**config.mk**
```make
export PLATFORM = sky130hd
export DESIGN_NAME = ret_stack_ctrl
export DESIGN_NICKNAME = d
export VERILOG_FILES = /design/src/rtl/ret_stack_pkg.sv /design/src/rtl/rs_arb.sv /design/src/rtl/rs_ptr.sv /design/src/rtl/rs_bank.sv /design/src/rtl/rs_pcreg.sv /design/src/rtl/ret_stack_ctrl.sv
export SDC_FILE = /design/constraint.sdc
export NUM_CORES = 1
export LEC_CHECK = 0
export ABC_AREA = 1
export BUFFER_PORTS_ARGS = -buffer_cell sky130_fd_sc_hd__buf_2
export CAP_MARGIN = 20
export CORE_ASPECT_RATIO = 1.25
export CORE_UTILIZATION = 30
export CTS_CLUSTER_DIAMETER = 120
export CTS_CLUSTER_SIZE = 14
export DETAILED_ROUTE_END_ITERATION = 12
export MAX_ROUTING_LAYER = met4
export PLACE_DENSITY_LB_ADDON = 0.15
export SYNTH_ARGS = -nofsm -noshare
export SYNTH_HDL_FRONTEND = slang
export SYNTH_SLANG_ARGS = --single-unit
```
**constraint.sdc**
```tcl
create_clock -name clk -period 5.6 [get_ports clk]
set_clock_uncertainty 0.2 [all_clocks]
set_input_delay 0 -clock clk [delete_from_list [all_inputs] [get_ports clk]]
set_output_delay 0 -clock clk [all_outputs]
set_load 0.02 [all_outputs]
```
**src/rtl/ret_stack_pkg.sv**
```systemverilog
package ret_stack_pkg;

  typedef enum logic [2:0] {
    OP_NONE,
    OP_EXT,
    OP_TMR,
    OP_CALL,
    OP_RET
  } op_e;

  function automatic logic is_push(op_e op);
    return (op == OP_EXT) || (op == OP_TMR) || (op == OP_CALL);
  endfunction

endpackage

```
**src/rtl/rs_arb.sv**
```systemverilog
// Strobe arbitration and the second-cycle marker of a return.
module rs_arb
  import ret_stack_pkg::*;
(
  input  logic clk,
  input  logic rst,
  input  logic ext_i,
  input  logic tmr_i,
  input  logic call_i,
  input  logic ret_i,
  output op_e  op_o,
  output logic busy_q
);

  always_comb begin
    op_o = OP_NONE;
    if (!busy_q) begin
      if (ext_i)       op_o = OP_EXT;
      else if (tmr_i)  op_o = OP_TMR;
      else if (call_i) op_o = OP_CALL;
      else if (ret_i)  op_o = OP_RET;
    end
  end

  always_ff @(posedge clk) begin
    if (rst) busy_q <= 1'b0;
    else     busy_q <= (op_o == OP_RET);
  end

endmodule

```
**src/rtl/rs_ptr.sv**
```systemverilog
// Wrapping stack pointer: names the slot that the next push fills.
module rs_ptr #(
  parameter int SP_W = 3
) (
  input  logic            clk,
  input  logic            rst,
  input  logic            inc_i,
  input  logic            dec_i,
  output logic [SP_W-1:0] sp_q,
  output logic [SP_W-1:0] sp_dn
);

  assign sp_dn = sp_q - SP_W'(1);

  always_ff @(posedge clk) begin
    if (rst)        sp_q <= '0;
    else if (inc_i) sp_q <= sp_q + SP_W'(1);
    else if (dec_i) sp_q <= sp_dn;
  end

endmodule

```
**src/rtl/rs_bank.sv**
```systemverilog
// One byte lane of the data RAM: two ports, registered read-first outputs.
// Port A (stack) is written after port B, so A keeps a same-row collision.
module rs_bank #(
  parameter int AW = 5,
  parameter int DW = 8
) (
  input  logic          clk,
  input  logic          a_we,
  input  logic [AW-1:0] a_addr,
  input  logic [DW-1:0] a_wdata,
  output logic [DW-1:0] a_rdata,
  input  logic          b_we,
  input  logic [AW-1:0] b_addr,
  input  logic [DW-1:0] b_wdata,
  output logic [DW-1:0] b_rdata
);

  localparam int ROWS = 2 ** AW;

  logic [DW-1:0] mem [ROWS];

  always_ff @(posedge clk) begin
    a_rdata <= mem[a_addr];
    b_rdata <= mem[b_addr];
    if (b_we) mem[b_addr] <= b_wdata;
    if (a_we) mem[a_addr] <= a_wdata;
  end

endmodule

```
**src/rtl/rs_pcreg.sv**
```systemverilog
// Program counter, restored status nibble and memory-bank flag.
module rs_pcreg
  import ret_stack_pkg::*;
#(
  parameter int PC_W    = 12,
  parameter int DW      = 8,
  parameter int PSWH_W  = 4,
  parameter int VEC_EXT = 3,
  parameter int VEC_TMR = 7
) (
  input  logic              clk,
  input  logic              rst,
  input  op_e               op_i,
  input  logic              restore_i,
  input  logic              bank_set_i,
  input  logic              bank_clr_i,
  input  logic [PC_W-2:0]   target_i,
  input  logic [DW-1:0]     rd_lo_i,
  input  logic [DW-1:0]     rd_hi_i,
  output logic [PC_W-1:0]   pc_q,
  output logic [PSWH_W-1:0] psw_q
);

  localparam int HI_W = PC_W - DW;

  logic bank_q;

  always_ff @(posedge clk) begin
    if (rst) begin
      pc_q   <= '0;
      psw_q  <= '0;
      bank_q <= 1'b0;
    end else begin
      if (bank_clr_i)      bank_q <= 1'b0;
      else if (bank_set_i) bank_q <= 1'b1;
      if (restore_i) begin
        pc_q  <= {rd_hi_i[HI_W-1:0], rd_lo_i};
        psw_q <= rd_hi_i[DW-1:HI_W];
      end else begin
        case (op_i)
          OP_EXT:  pc_q <= PC_W'(VEC_EXT);
          OP_TMR:  pc_q <= PC_W'(VEC_TMR);
          OP_CALL: pc_q <= {bank_q, target_i};
          default: ;
        endcase
      end
    end
  end

endmodule

```
**src/rtl/ret_stack_ctrl.sv**
```systemverilog
// Call/return controller keeping its stack in paired data RAM bytes.
module ret_stack_ctrl
  import ret_stack_pkg::*;
#(
  parameter int PC_W      = 12,
  parameter int DATA_W    = 8,
  parameter int PSWH_W    = 4,
  parameter int RAM_BYTES = 64,
  parameter int STK_BASE  = 8,
  parameter int LEVELS    = 8,
  parameter int VEC_EXT   = 3,
  parameter int VEC_TMR   = 7
) (
  input  logic                         clk,
  input  logic                         rst,
  input  logic                         call_i,
  input  logic                         irq_ext_i,
  input  logic                         irq_tmr_i,
  input  logic                         ret_i,
  input  logic [PC_W-2:0]              target_i,
  input  logic [PC_W-1:0]              pc_i,
  input  logic [PSWH_W-1:0]            psw_hi_i,
  input  logic                         bank_set_i,
  input  logic                         bank_clr_i,
  input  logic                         dp_we_i,
  input  logic [$clog2(RAM_BYTES)-1:0] dp_addr_i,
  input  logic [DATA_W-1:0]            dp_wdata_i,
  output logic [DATA_W-1:0]            dp_rdata_o,
  output logic [PC_W-1:0]              pc_o,
  output logic [PSWH_W-1:0]            psw_hi_o,
  output logic [$clog2(LEVELS)-1:0]    sp_o
);

  localparam int ADDR_W  = $clog2(RAM_BYTES);
  localparam int ROW_W   = ADDR_W - 1;
  localparam int SP_W    = $clog2(LEVELS);
  localparam int STK_ROW = STK_BASE / 2;

  op_e              op;
  logic             busy_q;
  logic             push;
  logic [SP_W-1:0]  sp_q;
  logic [SP_W-1:0]  sp_dn;
  logic [ROW_W-1:0] stk_row;
  logic             sel_q;
  logic [DATA_W-1:0] wd     [2];
  logic [DATA_W-1:0] stk_rd [2];
  logic [DATA_W-1:0] dp_rd  [2];

  rs_arb u_arb (
    .clk    (clk),
    .rst    (rst),
    .ext_i  (irq_ext_i),
    .tmr_i  (irq_tmr_i),
    .call_i (call_i),
    .ret_i  (ret_i),
    .op_o   (op),
    .busy_q (busy_q)
  );

  assign push = is_push(op);

  rs_ptr #(.SP_W(SP_W)) u_ptr (
    .clk   (clk),
    .rst   (rst),
    .inc_i (push),
    .dec_i (op == OP_RET),
    .sp_q  (sp_q),
    .sp_dn (sp_dn)
  );

  // A push uses the current slot; a return reads the slot below it.
  assign stk_row = ROW_W'(STK_ROW) + ROW_W'(push ? sp_q : sp_dn);

  assign wd[0] = pc_i[DATA_W-1:0];
  assign wd[1] = {psw_hi_i, pc_i[PC_W-1:DATA_W]};

  for (genvar g = 0; g < 2; g++) begin : g_lane
    rs_bank #(.AW(ROW_W), .DW(DATA_W)) u_bank (
      .clk     (clk),
      .a_we    (push),
      .a_addr  (stk_row),
      .a_wdata (wd[g]),
      .a_rdata (stk_rd[g]),
      .b_we    (dp_we_i && (dp_addr_i[0] == 1'(g))),
      .b_addr  (dp_addr_i[ADDR_W-1:1]),
      .b_wdata (dp_wdata_i),
      .b_rdata (dp_rd[g])
    );
  end

  always_ff @(posedge clk) begin
    if (rst) sel_q <= 1'b0;
    else     sel_q <= dp_addr_i[0];
  end

  assign dp_rdata_o = sel_q ? dp_rd[1] : dp_rd[0];

  rs_pcreg #(
    .PC_W    (PC_W),
    .DW      (DATA_W),
    .PSWH_W  (PSWH_W),
    .VEC_EXT (VEC_EXT),
    .VEC_TMR (VEC_TMR)
  ) u_pc (
    .clk        (clk),
    .rst        (rst),
    .op_i       (op),
    .restore_i  (busy_q),
    .bank_set_i (bank_set_i),
    .bank_clr_i (bank_clr_i),
    .target_i   (target_i),
    .rd_lo_i    (stk_rd[0]),
    .rd_hi_i    (stk_rd[1]),
    .pc_q       (pc_o),
    .psw_q      (psw_hi_o)
  );

  assign sp_o = sp_q;

endmodule

```
==> run metrics <==
max incr delay on CP 660 ps; Placeable Area 88800 um^2; Worst Setup Start Kind primary input; die area just over 90000 um^2; flops & latches, synth 566; worst-path fanout max 47; fillers 9184; Max Fclk 0.239 GHz; DR iter-0 viols 1654; Final Max Slew Viols 0; Non-Filler Instances 4360; number of distinct library cells after synthesis 34; Root Driver clkbuf_16; number of H-tree levels 2; syn_area_per_cell 8.83 um^2; DR vias 21271; CP most frequent cell dlygate4sd3_1; initial core utilization 30.4%; Adder-Cell Fraction of Synth Area 0.186%; RSZ-0062 raised after global routing no; XOR/XNOR Fraction of Synth Area less than 1%; Slew @ Worst Pin 943 ps; Area Overhead vs Synth 14.0%; register area share after synthesis just over 60%; final net count 3197; Arrival @ worst endpoint 4360 ps; Setup crit end kind flip-flop; I/O pins 77; register area ~16000 um^2; post-layout worst setup margin ~1400 ps; drt drc 0; first-pass GRT wire length 138000 um; slew margin rel. 37.1%; Main synth FF type edfxtp_1; largest family of logic cells by synthesized area simple AND/OR/NAND/NOR gates; post-route ant nets 0; vias in the first global route between 20000 and 25000; Synth Instances 3053; cts bufs inserted 46; Pwr Density 310 nW/um^2; # placed instances 4168; Resized Gates After CTS 0; most frequent cells after synthesis 1854 x nand2_1, 512 x edfxtp_1, 128 x nand4_1, 95 x buf_2, 67 x nand3_1; TNS Setup 0 ps; min Tclk post-route about 4200 ps; VDD IR-drop max between 0.2 and 0.25 mV; Final period util 74.6%; gr usage total 21.2%; Compound-Gate Fraction of Synth Area 0.984%; Post-Synth Simple-Gate Area roughly a third; Synth top area share 57.0%; Worst path slowest cell dlygate4sd3_1; WL final ~95000 um; multi-input logic area 9380 um^2; worst hold path type in -> reg; FP Rows ~120; die width 270 um; outcome finished clean; TritonCTS clock tree done; TritonRoute pass-1 iters 6; Sink Count 566; Required @ worst endpoint between 5000 and 6000 ps; layout cells sized above 1 8.40%; vias per inst 4.88; Post-DP Area ~28000 um^2; largest cells by area after synthesis edfxtp_1 57%, nand2_1 26%, dfxtp_1 4.0%, nand4_1 3.0%, buf_2 1.8%; Post-Synthesis Cell Area 27000 um^2; largest net degree at the start of global routing 134; Hold Vio Cnt, Final 0; Clock transition at path regs 70 ps; routability cong. about 0.9; Place WS 2140 ps; largest area contributor in the netlist edfxtp_1; top-count cell post-synth nand2_1; Post-synth EDFFs around 510; total congestion overflow 0; Pleak 13.1 nW; Finished Cell Area between 30000 and 40000 um^2; clk buf depth 3; Post-synth ARST share 0%; I/O Buffers 76; max-cap viol count 0; post-synthesis mux area share 0.334%; Synthesized Nets roughly 3100; worst hold slack 79.1 ps; wire per inst around 22 um; hpwl dp 60800 um; crit path cell chain dlygate4sd3_1 -> buf_2 -> nor2_2 -> dlygate4sd3_1 -> nand2_2 -> dlygate4sd3_1 -> nand2_8 -> ha_4 -> buf_4 -> nand3_4 -> nand2_1 -> nand2_1 -> dlygate4sd3_1; Die Y ~340 um; initial antenna violation count 0; clk_lat worst skew 630 ps; yosys warns 0; Final Setup Violations 0; WS Path Type in -> reg
## cells by family after synthesis
kind of cell	count (synthesis)
simple gates	2181
fa+ha+maj	4
mux	8
compound gates	50
flops	566
buf+inv	243
xor+xnor	1
## layout make-up
class,instances,area share [%]
Clock inverter,3,0.134
Timing Repair Buffer,251,6.29
Sequential cell,566,53.5
Multi-Input combinational cell,2244,30.5
Inverter,34,0.464
Clock buffer,82,4.25
Tap cell,1178,4.79
Antenna cell,2,0.0163
## worst paths after layout
| kind | from | to | slack, ps | depth (start not counted) |
|---|---|---|---|---|
| worst max-delay path | irq_tmr_i | g_lane[0].u_bank.mem[8][5] | 1420 | 13 |
| worst min-delay path | dp_we_i | g_lane[0].u_bank.mem[11][5] | 80 | 4 |
| worst max register to register | u_arb.busy_q | g_lane[0].u_bank.mem[8][5] | 2000 | 8 |
| worst min register to register | u_pc.psw_q[2] | u_pc.psw_q[2] | 340 | 2 |
## repair_timing
item | in CTS | in global routing
hold buffers | 93 | 0
endpoints found under the hold margin | 552 | 0
buffers inserted | 0 | 0
## cells in the final DEF, fill, tap and decap left out, types with 2 or more instances in the layout
cell           count
a21oi_1            4
a31oi_1           10
nand2_1         1853
nand3_2            2
nand2_4            4
nor3_4             5
inv_1             17
nor2_1            54
inv_4              2
o21ai_1           14
nor2_4             3
nand4_1          128
mux2_2             8
buf_2             80
dlygate4sd3_1     93
inv_6              2
dfxtp_1           54
edfxtp_1         512
nor3_1            45
nand3_1           67
nand2_2            2
buf_4             70
o21ai_0           20
clkbuf_4           5
inv_2             13
clkinv_8           2
nand3_4            8
diode_2            2
ha_1               3
clkbuf_16         47
clkbuf_1          35
nor3_2             7
o22ai_1            2
## critical path, delay by kind of cell
family,cells,cell delay (ps)
adder cells (fa/ha/maj),1,640
buffers and inverters,6,2960
AND/OR/NAND/NOR,6,680
## where the power goes
part | switching [mW] | internal (mW) | total, mW
sequential | 0.150 | 4.81 | 4.96
clock | 1.58 | 1.59 | 3.16
combinational | 1.04 | 0.376 | 1.42
## per-layer routing
layer  part of all wire [%]  GRT usage, %  vias to the layer above
li1                       -             -                    10157
met1                     42          25.5                    10264
met2                     50          36.2                      653
met3                    4.1          2.20                      197
met4                    4.4          8.45                        0
met5                      0             -                        -
## metrics by stage
step                      util [%]  total power, mW
after floorplan                  -             5.88
after global placement        31.8             6.43
after detailed placement      31.9             6.43
after CTS                     34.5             9.62
after global routing          34.6             9.90
final                         34.6             9.54
## registers in the layout, indices dropped and copies added (netlist names)
name / count
u_pc.pc_q: 12
g_lane.u_bank.b_rdata: 16
u_arb.busy_q: 1
g_lane.u_bank.mem: 512
u_pc.bank_q: 1
u_pc.psw_q: 4
g_lane.u_bank.a_rdata: 16
sel_q: 1
u_ptr.sp_q: 3
Note: power is estimated with default switching activity, not from simulation.
